### src/rtl/fdc_hp_pkg.sv
package fdc_hp_pkg;
  typedef enum logic [1:0] {PH_CMD = 2'd0, PH_EXE = 2'd1, PH_RES = 2'd2} phase_e;

  localparam int CNT_W = 3;

  function automatic logic [CNT_W-1:0] cmd_len(input logic [7:0] op);
    return {1'b0, op[1:0]} + 3'd1;
  endfunction

  function automatic logic [CNT_W-1:0] exe_cnt(input logic [7:0] op);
    return {1'b0, op[5:4]};
  endfunction

  function automatic logic [CNT_W-1:0] res_cnt(input logic [7:0] op);
    return {1'b0, op[3:2]} + 3'd1;
  endfunction
endpackage

### src/rtl/fdc_hp_strobe.sv
module fdc_hp_strobe (
  input  logic       clk_i,
  input  logic       rst_ni,
  input  logic       cs_ni,
  input  logic       rd_ni,
  input  logic       wr_ni,
  input  logic       addr_i,
  input  logic [7:0] data_i,
  output logic       rd_act_o,
  output logic       rd_end_o,
  output logic       wr_end_o,
  output logic       addr_o,
  output logic [7:0] wdat_o
);
  logic rd_now, wr_now, rd_q, wr_q;

  assign rd_now = ~cs_ni & ~rd_ni;
  assign wr_now = ~cs_ni & ~wr_ni;

  always_ff @(posedge clk_i or negedge rst_ni) begin
    if (!rst_ni) begin
      rd_q   <= 1'b0;
      wr_q   <= 1'b0;
      addr_o <= 1'b0;
      wdat_o <= '0;
    end else begin
      rd_q <= rd_now;
      wr_q <= wr_now;
      if (rd_now || wr_now) addr_o <= addr_i;
      if (wr_now) wdat_o <= data_i;
    end
  end

  assign rd_act_o = rd_now;
  // access takes effect on the edge where its strobe is seen released
  assign rd_end_o = rd_q & ~rd_now;
  assign wr_end_o = wr_q & ~wr_now;
endmodule

### src/rtl/fdc_hp_settle.sv
module fdc_hp_settle #(
  parameter int CYC = 600
) (
  input  logic clk_i,
  input  logic rst_ni,
  input  logic start_i,
  output logic done_o
);
  localparam int SW = $clog2(CYC + 1);
  logic [SW-1:0] cnt_q;

  always_ff @(posedge clk_i or negedge rst_ni) begin
    if (!rst_ni)             cnt_q <= '0;
    else if (start_i)        cnt_q <= SW'(CYC);
    else if (cnt_q != '0)    cnt_q <= cnt_q - 1'b1;
  end

  assign done_o = (cnt_q == SW'(1));
endmodule

### src/rtl/fdc_hp_fsm.sv
module fdc_hp_fsm
  import fdc_hp_pkg::*;
#(
  parameter int EXEC_GAP = 16
) (
  input  logic       clk_i,
  input  logic       rst_ni,
  input  logic       nondma_i,
  input  logic       rd_act_i,
  input  logic       rd_end_i,
  input  logic       wr_end_i,
  input  logic       addr_i,
  input  logic [7:0] wdat_i,
  input  logic       settle_done_i,
  output logic       settle_go_o,
  output phase_e     phase_o,
  output logic       rqm_o,
  output logic [CNT_W-1:0] idx_o,
  output logic [7:0] byte_o,
  output logic       irq_o,
  output logic       wr_acc_o,
  output logic       rd_acc_o
);
  localparam int GW = $clog2(EXEC_GAP + 1);

  phase_e          phase_q;
  logic            rqm_q, pend_q, irq_q;
  logic [7:0]      op_q, op_eff;
  logic [CNT_W-1:0] idx_q, idx_nx;
  logic [GW-1:0]   gcnt_q;
  logic            rd_data_end;

  assign rd_data_end = rd_end_i & addr_i;
  assign wr_acc_o    = wr_end_i & addr_i & (phase_q == PH_CMD) & rqm_q;
  assign rd_acc_o    = rd_data_end & (phase_q == PH_RES) & rqm_q;
  assign settle_go_o = wr_acc_o | rd_acc_o;
  assign op_eff      = (idx_q == '0) ? wdat_i : op_q;
  assign idx_nx      = idx_q + 1'b1;

  always_ff @(posedge clk_i or negedge rst_ni) begin
    if (!rst_ni) begin
      phase_q <= PH_CMD;
      rqm_q   <= 1'b1;
      pend_q  <= 1'b0;
      irq_q   <= 1'b0;
      op_q    <= '0;
      idx_q   <= '0;
      gcnt_q  <= '0;
    end else begin
      if (settle_done_i && phase_q != PH_EXE) rqm_q <= 1'b1;
      unique case (phase_q)
        PH_CMD: if (wr_acc_o) begin
          rqm_q <= 1'b0;
          if (idx_q == '0) op_q <= wdat_i;
          if (idx_nx == cmd_len(op_eff)) begin
            phase_q <= PH_EXE;
            idx_q   <= '0;
            gcnt_q  <= '0;
            pend_q  <= 1'b0;
          end else idx_q <= idx_nx;
        end
        PH_EXE: begin
          if (pend_q) begin
            if (rd_data_end) begin
              pend_q <= 1'b0;
              idx_q  <= idx_nx;
              gcnt_q <= '0;
            end
          end else if (gcnt_q == GW'(EXEC_GAP - 1)) begin
            gcnt_q <= '0;
            if (idx_q == exe_cnt(op_q)) begin
              phase_q <= PH_RES;
              idx_q   <= '0;
              rqm_q   <= 1'b1;
            end else begin
              pend_q <= 1'b1;
              if (nondma_i) irq_q <= 1'b1;
            end
          end else gcnt_q <= gcnt_q + 1'b1;
        end
        PH_RES: if (rd_acc_o) begin
          rqm_q <= 1'b0;
          if (idx_nx == res_cnt(op_q)) begin
            phase_q <= PH_CMD;
            idx_q   <= '0;
          end else idx_q <= idx_nx;
        end
        default: phase_q <= PH_CMD;
      endcase
      // read strobe clears the interrupt, even against a coincident new byte
      if (rd_act_i) irq_q <= 1'b0;
    end
  end

  always_comb begin
    unique case (phase_q)
      PH_EXE:  byte_o = op_q + 8'(idx_q) + 8'd1;
      PH_RES:  byte_o = ~op_q + 8'(idx_q);
      default: byte_o = 8'h00;
    endcase
  end

  assign phase_o = phase_q;
  assign rqm_o   = rqm_q;
  assign idx_o   = idx_q;
  assign irq_o   = irq_q;
endmodule

### src/rtl/fdc_host_port.sv
module fdc_host_port
  import fdc_hp_pkg::*;
#(
  parameter int SETTLE_CYC = 600,
  parameter int EXEC_GAP   = 16
) (
  input  logic       clk_i,
  input  logic       rst_ni,
  input  logic       cs_ni,
  input  logic       rd_ni,
  input  logic       wr_ni,
  input  logic       addr_i,
  input  logic [7:0] data_i,
  output logic [7:0] data_o,
  input  logic       nondma_i,
  output logic       irq_o
);
  logic       rd_act_w, rd_end_w, wr_end_w, addr_q_w;
  logic [7:0] wdat_w, byte_w, stat_w;
  logic       settle_go_w, settle_done_w, rqm_w, wr_acc_w, rd_acc_w;
  logic [CNT_W-1:0] idx_w;
  phase_e     phase_w;

  fdc_hp_strobe u_strobe (
    .clk_i, .rst_ni, .cs_ni, .rd_ni, .wr_ni, .addr_i, .data_i,
    .rd_act_o(rd_act_w), .rd_end_o(rd_end_w), .wr_end_o(wr_end_w),
    .addr_o(addr_q_w), .wdat_o(wdat_w)
  );

  fdc_hp_settle #(.CYC(SETTLE_CYC)) u_settle (
    .clk_i, .rst_ni, .start_i(settle_go_w), .done_o(settle_done_w)
  );

  fdc_hp_fsm #(.EXEC_GAP(EXEC_GAP)) u_fsm (
    .clk_i, .rst_ni, .nondma_i,
    .rd_act_i(rd_act_w), .rd_end_i(rd_end_w), .wr_end_i(wr_end_w),
    .addr_i(addr_q_w), .wdat_i(wdat_w), .settle_done_i(settle_done_w),
    .settle_go_o(settle_go_w), .phase_o(phase_w), .rqm_o(rqm_w),
    .idx_o(idx_w), .byte_o(byte_w), .irq_o(irq_o),
    .wr_acc_o(wr_acc_w), .rd_acc_o(rd_acc_w)
  );

  assign stat_w = {rqm_w, phase_w == PH_RES, 1'b0, phase_w != PH_CMD, 4'b0000};
  assign data_o = addr_i ? byte_w : stat_w;
endmodule

### config.mk
export PLATFORM = sky130hd
export DESIGN_NAME = fdc_host_port
export DESIGN_NICKNAME = d
export VERILOG_FILES = /design/src/rtl/fdc_hp_pkg.sv /design/src/rtl/fdc_hp_strobe.sv /design/src/rtl/fdc_hp_settle.sv /design/src/rtl/fdc_hp_fsm.sv /design/src/rtl/fdc_host_port.sv
export SDC_FILE = /design/constraint.sdc
export NUM_CORES = 1
export LEC_CHECK = 0
export BUFFER_PORTS_ARGS = -buffer_cell sky130_fd_sc_hd__buf_2
export CORE_MARGIN = 3
export CORE_UTILIZATION = 55
export CTS_CLUSTER_SIZE = 16
export DETAILED_ROUTE_END_ITERATION = 6
export GPL_TIMING_DRIVEN = 0
export PLACE_DENSITY = 0.71
export REMOVE_ABC_BUFFERS = 1
export SETUP_SLACK_MARGIN = 0.15
export SYNTH_ARGS = -nofsm -noshare
export SYNTH_HDL_FRONTEND = slang
export SYNTH_SLANG_ARGS = --single-unit
### constraint.sdc
create_clock -name clk_i -period 3.5 [get_ports clk_i]
set_input_delay 0.7 -clock clk_i [delete_from_list [all_inputs] [get_ports clk_i]]
set_output_delay 0.7 -clock clk_i [all_outputs]
set_load 0.02 [all_outputs]
==> results.cfg <==
[min_path]
hold_class = register to register
min_from = u_fsm.irq_o$_DFFE_PN0P_

[synthesis]
ys_seq_elements = 42
yosys-top-cells-count = dfrtp_1 (41), nor2_1 (23), inv_1 (19)
synth_xor_area_frac = 0.0724
yosys.area.top_type = dfrtp_1
yosys-top-cells-area = dfrtp_1 (39%), ha_1 (8.5%), mux2_2 (7.2%), xnor2_1 (4.9%), nor2_1 (3.2%)
synth_top_area_share = 0.386
yosysMostFrequentCell = dfrtp_1
synthMuxAreaShare = 0.0795
syn_area_per_cell_um2 = 9.74
yosys.area_share.adder = 0.0997
ys.flop_type = dfrtp_1
netlist_area_mm2 = 0.00266
synth-compound-area-share = 0.154
ys_seq_area_frac = 0.396
yosys_warnings = 0
synth_cells = 273
synthSimpleGateAreaFrac = 0.159
synth-edff-count = 0
synth_cell_types = 55
synth_top_family_by_area = simple AND/OR/NAND/NOR gates
synthArstFlopShare = 1.00

[run]
cap_violations = 0

[die]
initial_core_util = 0.591
chipWidth_um = 75.5
coreArea_mm2 = 0.00450
die_h_um = 75.5
dieArea_mm2 = 0.00571
rows = 24
io_pins = 24

[cts]
tritoncts = yes
cts_hold_buf = 0
clkSinkCount = 42
root_buffer = clkbuf_8
cts_buffers = 5
cts_max_level = 2
clock_path_buffers = 2
clk_pin_slew_worst_paths_ps = 80
clk_latency_ps = 300
post_cts_buffers = 0

[cells_and_area]
instances_no_fill = 347
drive_above_1_share = 0.193
nets = 329
area_growth_pct = 11.1
num_antenna_cells = 0
fin_area_mm2 = 0.00295

[detailed_routing]
dr.pass1.iters = 4
wl_per_cell_um = 15.4
drcViolationCount = 0
drt-initial-drc-count = 77
wl_mm = 5.36
ant_nets = 0
dr_total_vias = 2025
via_per_inst = 5.84

[worst_setup_path]
critical_path_class = register to primary output
crit_arrival_ps = 2470
worstSetupStartpoint = u_fsm.op_q[0]$_DFFE_PN0P_
worst-r2r-setup-slack_ps = 480
start_kind = register
endpoint_kind = primary output
crit_required_ps = 2800
cp_max_fo = 3
timing.rr.start = u_fsm.idx_o[1]$_DFFE_PN0P_

[global_route]
grt_max_degree = 43
track_usage = 0.210
grt_pass1_wl_mm = 9.18
antenna_found_initial = 0
overflow = 0
grt_pass1_vias = 1921

[timing]
fmax_mhz = 315
grt_setup_unrepaired = false
final-hold-violation-count = 0
period_needed_ps = 3170
fin_crit_sh = 0.907
slew_headroom = 0.395
drv_slew = 0
tightest_slew_ps = 907
setup_viol = 0
skew_ps = 8.80
tns_ps = 0

[place]
place_congestion = 0.814
place_area_mm2 = 0.00281
io_buffers = 23
place_hpwl_mm = 4.06
placedCellCount = 339

[power]
leakagePower_uw = 0.00137
power_density_mw_per_mm2 = 517
ir_worst_vdd_uv = 402

[run_status]
status = complete, no violations
[cell families after synthesis]
family                   count (synthesis)
flip-flops                              42
multiplexers                            19
AO/OA/AOI/OAI                           59
AND/OR/NAND/NOR                         83
XOR/XNOR                                22
adder cells (fa/ha/maj)                 20
buffers and inverters                   28
[area by class of cell]
cell class,count,area [um^2]
tap,52,65.1
multi-input combinational,203,1510
sequential,42,1050
fill,389,1550
clock inverter,2,60.1
clock buffer,6,82.6
inverter,19,71.3
timing repair buffer,23,115
[what timing repair did]
action	CTS	global route
endpoints found under the hold margin	0	0
endpoints found under the setup margin	0	1
resized for setup	0	3
[flip-flops by register name, summed over array words and instances, names as in the netlist, 2 cells and up]
name / cells
u_fsm.phase_o: 2
u_fsm.gcnt_q: 5
u_fsm.op_q: 8
u_fsm.idx_o: 3
u_settle.cnt_q: 10
u_strobe.wdat_o: 8
[power breakdown]
part	switching [uW]	leakage (uW)	total, uW	internal (uW)
sequential	71.2	0.000508	634	563
combinational	226	0.000793	417	191
clock	173	0.0000714	477	304
[layout by cell type (no fill, tap or decap), types with 4 or more instances in the layout]
cell type,synthesis,routed
a21oi_1,8,7
buf_2,1,23
clkbuf_8,0,6
dfrtp_1,41,39
ha_1,18,18
inv_1,19,19
mux2_2,17,17
nand2_1,14,14
nand2b_1,5,5
nand3_1,8,8
nand4_1,4,4
nor2_1,23,23
nor3_1,7,7
nor4_1,4,4
o21ai_0,13,13
o31ai_1,4,4
or2_2,4,4
xnor2_1,15,15
xor2_1,7,7
[per-layer routing]
metal | global-route usage | up-vias | share of wire
met3 | 0.0396 | 8 | 0.057
met1 | 0.312 | 965 | 0.47
met2 | 0.314 | 42 | 0.45
met5 | 0 | - | 0
li1 | - | 1010 | -
met4 | 0.0621 | 0 | 0.014
[worst max-delay path, stage by stage, from the launching register on]
cell and delay [ps]:
dfrtp_1 410, inv_1 90, ha_1 170, inv_1 60
fa_1 400, nand2b_1 180, a21oi_2 190, nand2_1 90
xnor2_1 140, o21ai_0 90, a32o_1 210, buf_2 150
[path summary, 6_finish.rpt]
path / end / depth (start not counted)
setup / recovery: data_o[6] / 11
hold / removal: u_fsm.irq_o$_DFFE_PN0P_ / 2
setup reg to reg: u_fsm.gcnt_q[2]$_DFFE_PN0P_ / 11
hold reg to reg: u_fsm.irq_o$_DFFE_PN0P_ / 2
max in group asynchronous: u_fsm.idx_o[0]$_DFFE_PN0P_ / 1
min in group asynchronous: u_fsm.gcnt_q[4]$_DFFE_PN0P_ / 1
[per-stage QoR]
stage          setup WS, ps  total power (uW)  hold slack [ps]  utilization
2_1_floorplan           696               952              404            -
3_3_place_gp            419              1040              469        0.623
3_5_place_dp            423              1060              484        0.623
4_1_cts                 235              1540              503        0.654
5_1_grt                 184              1630              521        0.656
6_report                327              1530              496        0.656
(Power assumes the default switching activity.)
